**src/rtl/msm_pkg.sv**
```systemverilog
package msm_pkg;

    typedef enum logic [1:0] {
        ST_IDLE    = 2'd0,
        ST_MEASURE = 2'd1,
        ST_DONE    = 2'd2
    } msm_state_t;

endpackage

```
**src/rtl/msm_sat_counter.sv**
```systemverilog
module msm_sat_counter #(
    parameter int W = 32
) (
    input  logic         clk,
    input  logic         rst,
    input  logic         clear,
    input  logic         bump,
    output logic [W-1:0] count,
    output logic         ovf
);
    localparam logic [W-1:0] MAXV = {W{1'b1}};

    logic [W-1:0] count_q;
    logic         ovf_q;

    always_ff @(posedge clk) begin
        if (rst || clear) begin
            count_q <= '0;
            ovf_q   <= 1'b0;
        end else if (bump) begin
            if (count_q == MAXV) begin
                ovf_q <= 1'b1;
            end else begin
                count_q <= count_q + 1'b1;
            end
        end
    end

    assign count = count_q;
    assign ovf   = ovf_q;

    AST_SAT_HOLD: assert property (@(posedge clk) disable iff (rst)
        (count_q == MAXV && !clear) |=> count_q == MAXV);

    AST_OVF_STICKY: assert property (@(posedge clk) disable iff (rst)
        (ovf_q && !clear) |=> ovf_q);

endmodule

```
**src/rtl/msm_edge_tap.sv**
```systemverilog
module msm_edge_tap (
    input  logic clk,
    input  logic rst,
    input  logic din_async,
    output logic edge_hit
);
    logic s1_q, s2_q, prev_q;

    always_ff @(posedge clk) begin
        if (rst) begin
            s1_q   <= 1'b0;
            s2_q   <= 1'b0;
            prev_q <= 1'b0;
        end else begin
            s1_q   <= din_async;
            s2_q   <= s1_q;
            prev_q <= s2_q;
        end
    end

    assign edge_hit = s2_q ^ prev_q;

endmodule

```
**src/rtl/msm_probe.sv**
```systemverilog
module msm_probe #(
    parameter int SETTLE_STAGES = 0
) (
    input  logic clk,
    input  logic rst,
    input  logic din_async,
    output logic event_hit
);
    localparam int EV_SYNC = 2;

    logic launch_q;
    logic tap;
    logic samp_rise_q;
    logic samp_fall_q;
    logic event_q;
    logic [EV_SYNC-1:0] ev_sync_q;

    // launch register: the flop whose resolution is being measured
    always_ff @(posedge clk) begin
        if (rst) launch_q <= 1'b0;
        else     launch_q <= din_async;
    end

    generate
        if (SETTLE_STAGES == 0) begin : g_direct
            assign tap = launch_q;
        end else begin : g_settle
            logic [SETTLE_STAGES-1:0] dly_q;
            always_ff @(posedge clk) begin
                if (rst) begin
                    dly_q <= '0;
                end else begin
                    dly_q[0] <= launch_q;
                    for (int i = 1; i < SETTLE_STAGES; i++) dly_q[i] <= dly_q[i-1];
                end
            end
            assign tap = dly_q[SETTLE_STAGES-1];
        end
    endgenerate

    always_ff @(posedge clk) begin
        if (rst) samp_rise_q <= 1'b0;
        else     samp_rise_q <= tap;
    end

    always_ff @(negedge clk) begin
        if (rst) begin
            samp_fall_q <= 1'b0;
            event_q     <= 1'b0;
        end else begin
            samp_fall_q <= tap;
            event_q     <= samp_rise_q ^ samp_fall_q;
        end
    end

    // bring the falling-edge flag back into the rising-edge domain
    always_ff @(posedge clk) begin
        if (rst) begin
            ev_sync_q <= '0;
        end else begin
            ev_sync_q[0] <= event_q;
            for (int i = 1; i < EV_SYNC; i++) ev_sync_q[i] <= ev_sync_q[i-1];
        end
    end

    assign event_hit = ev_sync_q[EV_SYNC-1];

    AST_EVENT_RELAY: assert property (@(posedge clk) disable iff (rst)
        event_hit == $past(event_q, 2));

endmodule

```
**src/rtl/meta_event_monitor.sv**
```systemverilog
module meta_event_monitor
    import msm_pkg::*;
#(
    parameter int CNT_W         = 32,
    parameter int WIN_W         = 32,
    parameter int SETTLE_STAGES = 0
) (
    input  logic             clk,
    input  logic             rst,
    input  logic             async_din,
    input  logic             start,
    input  logic [WIN_W-1:0] window_len,
    output logic [CNT_W-1:0] clk_count,
    output logic [CNT_W-1:0] edge_count,
    output logic [CNT_W-1:0] fail_count,
    output logic             clk_ovf,
    output logic             edge_ovf,
    output logic             fail_ovf,
    output logic             done
);
    localparam logic [CNT_W-1:0] CNT_MAX = {CNT_W{1'b1}};
    localparam logic [WIN_W-1:0] WIN_ONE = WIN_W'(1);

    msm_state_t       state_q, state_d;
    logic [WIN_W-1:0] remain_q;
    logic             measuring;
    logic             edge_hit;
    logic             event_hit;

    // state register
    always_ff @(posedge clk) begin
        if (rst) state_q <= ST_IDLE;
        else     state_q <= state_d;
    end

    // next state
    always_comb begin
        state_d = state_q;
        unique case (state_q)
            ST_IDLE:    state_d = ST_IDLE;
            ST_MEASURE: if (remain_q == WIN_ONE) state_d = ST_DONE;  // T_EXPIRE
            ST_DONE:    state_d = ST_DONE;
        endcase
        if (start) begin
            state_d = (window_len == '0) ? ST_DONE : ST_MEASURE;     // T_EMPTY / T_ARM
        end
    end

    // outputs decoded from the state
    always_comb begin
        measuring = 1'b0;
        done      = 1'b0;
        unique case (state_q)
            ST_IDLE:    ;
            ST_MEASURE: measuring = 1'b1;
            ST_DONE:    done = 1'b1;
        endcase
    end

    always_ff @(posedge clk) begin
        if (rst)            remain_q <= '0;
        else if (start)     remain_q <= window_len;
        else if (measuring) remain_q <= remain_q - 1'b1;
    end

    msm_probe #(.SETTLE_STAGES(SETTLE_STAGES)) u_probe (
        .clk       (clk),
        .rst       (rst),
        .din_async (async_din),
        .event_hit (event_hit)
    );

    msm_edge_tap u_edges (
        .clk       (clk),
        .rst       (rst),
        .din_async (async_din),
        .edge_hit  (edge_hit)
    );

    msm_sat_counter #(.W(CNT_W)) u_clk_cnt (
        .clk (clk), .rst (rst), .clear (start),
        .bump (measuring), .count (clk_count), .ovf (clk_ovf)
    );

    msm_sat_counter #(.W(CNT_W)) u_edge_cnt (
        .clk (clk), .rst (rst), .clear (start),
        .bump (measuring && edge_hit), .count (edge_count), .ovf (edge_ovf)
    );

    msm_sat_counter #(.W(CNT_W)) u_fail_cnt (
        .clk (clk), .rst (rst), .clear (start),
        .bump (measuring && event_hit), .count (fail_count), .ovf (fail_ovf)
    );

    AST_START_CLEAR: assert property (@(posedge clk) disable iff (rst)
        (start && window_len != '0) |=> (!done && clk_count == '0 && edge_count == '0
                                         && fail_count == '0 && !clk_ovf));

    AST_CLK_STEP: assert property (@(posedge clk) disable iff (rst)
        (state_q == ST_MEASURE && !start && clk_count != CNT_MAX)
            |=> clk_count == CNT_W'($past(clk_count) + 1'b1));

    AST_DONE_FREEZE: assert property (@(posedge clk) disable iff (rst)
        (done && !start) |=> ($stable(clk_count) && $stable(edge_count)
                              && $stable(fail_count) && done));

    AST_EMPTY_WINDOW: assert property (@(posedge clk) disable iff (rst)
        (start && window_len == '0) |=> (done && clk_count == '0));

endmodule

```
**config.mk**
```make
export PLATFORM = sky130hd
export DESIGN_NAME = meta_event_monitor
export DESIGN_NICKNAME = d
export VERILOG_FILES = /design/src/rtl/msm_pkg.sv /design/src/rtl/msm_sat_counter.sv /design/src/rtl/msm_edge_tap.sv /design/src/rtl/msm_probe.sv /design/src/rtl/meta_event_monitor.sv
export SDC_FILE = /design/constraint.sdc
export NUM_CORES = 1
export LEC_CHECK = 0
export CAP_MARGIN = 0
export CORE_MARGIN = 4
export CORE_UTILIZATION = 45
export DETAILED_ROUTE_END_ITERATION = 7
export GPL_TIMING_DRIVEN = 1
export PLACE_DENSITY_LB_ADDON = 0.25
export SETUP_SLACK_MARGIN = 0.15
export SYNTH_ARGS = -nofsm -noshare
export SYNTH_HDL_FRONTEND = slang
export SYNTH_SLANG_ARGS = --single-unit
```
**constraint.sdc**
```tcl
create_clock -name clk -period 5.6 [get_ports clk]
set_input_delay 1.12 -clock clk [delete_from_list [all_inputs] [get_ports clk]]
set_output_delay 1.12 -clock clk [all_outputs]
set_load 0.1 [all_outputs]
```
==> impl_metrics.yaml <==
outcome:
  status: "finished, final reports clean"
clock_network:
  root_buffer: "clkbuf_16"
  postCtsHoldBufs: 0
  cts_inserted_buffers: 17
  clk_latency_ps: 440
  cts_tree: "built"
  postCtsSetupRepairBufs: 0
  cts_resized: 0
  clk_pin_slew_ps: 60
  cts.htree.levels: 4
  ctsLongestPathBuffers: 2
  clock_sink_count: 140
worst_setup_path:
  r2r_cells: 2
  timing.rr.start: "u_edges.s2_q"
  worst_setup_path_start_kind: "primary input"
  crit_chain: "clkdlybuf4s50_1 -> nor2b_1"
  endpoint_kind: "flip-flop"
  critPathKind: "primary input to flip-flop"
  path_buf_inv: 1
  r2r_slack_ps: 2160
  crit_required_ps: 3110
  critPathMaxFanout: 5
  worstPathArrival_ps: 1780
  max_stage_delay_ps: 570
  r2r_end: "u_probe.event_q"
  critical_path.top_delay_family: "buffers and inverters"
  critPathSlowestCell: "clkdlybuf4s50_1"
die:
  die_area_mm2: 0.01789
  core_mm2: 0.01537
  io_pins: 136
  die_h_um: 133.7
  die_w_um: 133.7
  start_util_pct: 46.28
  fp-row-count: 45
global_routing:
  grtUsageMet3_pct: 5.136
  use_met1_pct: 27.05
  grt_overflow: 0
  first_global_vias: 6493
  globalRouteMet2Util_pct: 33.75
  grt_max_degree: 89
  antenna_found_initial: 0
  grt_pass1_wl_mm: 31.19
  busiest_layer: "met2"
  globalRouteTotalUtil_pct: 20.59
sta:
  worst_pin_slew_ps: 1191
  fin_tns_setup_ps: 0
  rsz0062_at_grt: "no"
  final-hold-violation-count: 0
  clock_skew_ps: 29.25
  report.final.slew_viol_count: 0
  setup_viol: 0
  slew_headroom_pct: 20.00
  hold-worst-slack_ps: 436.4
hold_path:
  hp-class: "flip-flop to flip-flop"
  min_to: "u_probe.ev_sync_q[1]"
  hold_depth: 1
  hp-start: "u_probe.ev_sync_q[0]"
final_layout:
  layout.cells.non_filler: 1215
  drive_above_1_share_pct: 5.279
  finish.instance_area_mm2: 0.009246
  area_growth_pct: 29.97
  antenna_cells: 0
  layout.nets: 1036
power:
  power.switching_mw: 0.5393
  power.share.combinational_pct: 6.5
  switching_share_pct: 22.44
  p_int_mw: 1.865
  ir_drop_mv: 0.2021
  power_density_mw_per_mm2: 260.0
  power_mw: 2.404
  cellLeakagePower_nw: 2.926
  p_seq_share_pct: 43.2
  p_clk_share_pct: 50.3
placement:
  dp.final_hpwl_mm: 12.75
  dp.cells: 1184
  place.gp.congestion: 0.8110
  dpl-instance-area_mm2: 0.008613
  numPortBuffers: 135
detailed_routing:
  final_antenna_net_count: 0
  wl_mm: 18.70
  via_count: 7094
  drtIter0Drc: 489
  drc_errors: 0
  drtPass1Iterations: 5
  vias_per_cell: 5.839
  wl_per_cell_um: 15.39
synthesis:
  avgSynthCellArea_um2: 8.112
  synth_ff_type: "dfxtp_1"
  syn_nets: 920
  syn_inst: 877
  synth_top_area_share_pct: 39.40
  synth-edff-count: 0
  yosysUniqueCellTypes: 49
  ys_top_cells_by_area: "dfxtp_1 (39%), a21oi_1 (5.5%), nand4_1 (4.3%)"
  ys_ff_latch: 140
  ys.warnings.count: 0
  synth_area_mm2: 0.007114
  async_flop_share_pct: 0
  synth_top_area_cell: "dfxtp_1"
  synth_seq_area_share_pct: 39.40
run:
  maxCapViolCount: 0
how the worst max path moves through the flow:
stage | endpoint | slack [ps] | cells after the start | from
after floorplan | u_probe.event_q | 1020 | 3 | rst
after global routing | u_probe.samp_fall_q | 1300 | 2 | rst
after detailed placement | u_probe.samp_fall_q | 880 | 2 | rst
after CTS | u_probe.samp_fall_q | 1320 | 2 | rst
after global placement | u_probe.samp_fall_q | 940 | 2 | rst
final | u_probe.samp_fall_q | 1330 | 2 | rst
registers in the layout, summed over array words and instances (netlist names):
name and cells:
remain_q 32, state_q 2, u_clk_cnt.count 32, u_clk_cnt.ovf 1, u_edge_cnt.count 32, u_edge_cnt.ovf 1, u_edges.prev_q 1, u_edges.s1_q 1
u_edges.s2_q 1, u_fail_cnt.count 32, u_fail_cnt.ovf 1, u_probe.ev_sync_q 2, u_probe.event_q 1, u_probe.samp_fall_q 1
power groups by stage:
stage,sequential (mW),clock (mW),combinational (mW)
final,1.04,1.21,0.155
after global routing,1.04,1.28,0.172
after CTS,1.04,1.23,0.156
after detailed placement,1.06,0.00336,0.154
after global placement,1.06,0.00336,0.153
after floorplan,1.06,0.00336,0.0992
layer usage:
layer	wire, µm	share of wire (%)	vias up
li1	-	-	3553
met1	8775	47	3365
met2	8899	48	161
met3	885	4.7	15
met4	138	0.74	0
met5	0	0	-
cells in the mapped netlist (all sizes together) (6+ instances only):
cell / n
nor4: 26
nand2: 69
a2111oi: 8
inv: 16
and2: 9
a31oi: 6
a211oi: 24
nor3: 18
buf: 9
clkbuf: 38
o211ai: 6
o21ai: 43
xnor2: 33
and4: 11
nand3: 40
nor2: 80
or4: 28
xor2: 9
o31ai: 19
dfxtp: 140
a21oi: 78
ha: 7
or3: 47
nand4: 49
and3: 16
cell type report:
cell class / instances / area, µm²
clock inverters: 12 / 168.9
inverters: 15 / 56.30
clock buffers: 20 / 467.9
multi-input cells: 674 / 4075
flip-flops and latches: 140 / 2803
well taps: 211 / 264.0
repair buffers: 143 / 1411
fillers: 1401 / 6125
logic make-up (layout without fill, tap and decap cells):
kind of cell               count (synthesis)  in the layout  synth area share, %
AOI/OAI and AO/OA                        210            210                18.43
xor gates and xnor gates                  42             42                5.171
adders and majority gates                  7              7                1.231
buffers and inverters                     63            190                3.447
DFF                                      140            140                39.40
muxes                                      3              3               0.4221
and+or+nand+nor                          412            412                31.90
layout by cell type (no fill, tap or decap), drive strengths merged, types with 28 or more instances in the layout:
master	instances
xnor2	33
nand4	49
a21oi	78
or3	47
nand2	69
or4	28
nor2	80
nand3	40
clkdlybuf4s50	135
dfxtp	140
o21ai	43
through the flow:
step / setup slack, ps / utilization [%]
finish: 1334 / 60.15
global placement: 939.2 / 56.04
CTS: 1322 / 60.15
global route: 1301 / 60.15
detailed placement: 875.9 / 56.04
floorplan: 1018 / -
Note: power is estimated with default switching activity, not from simulation.
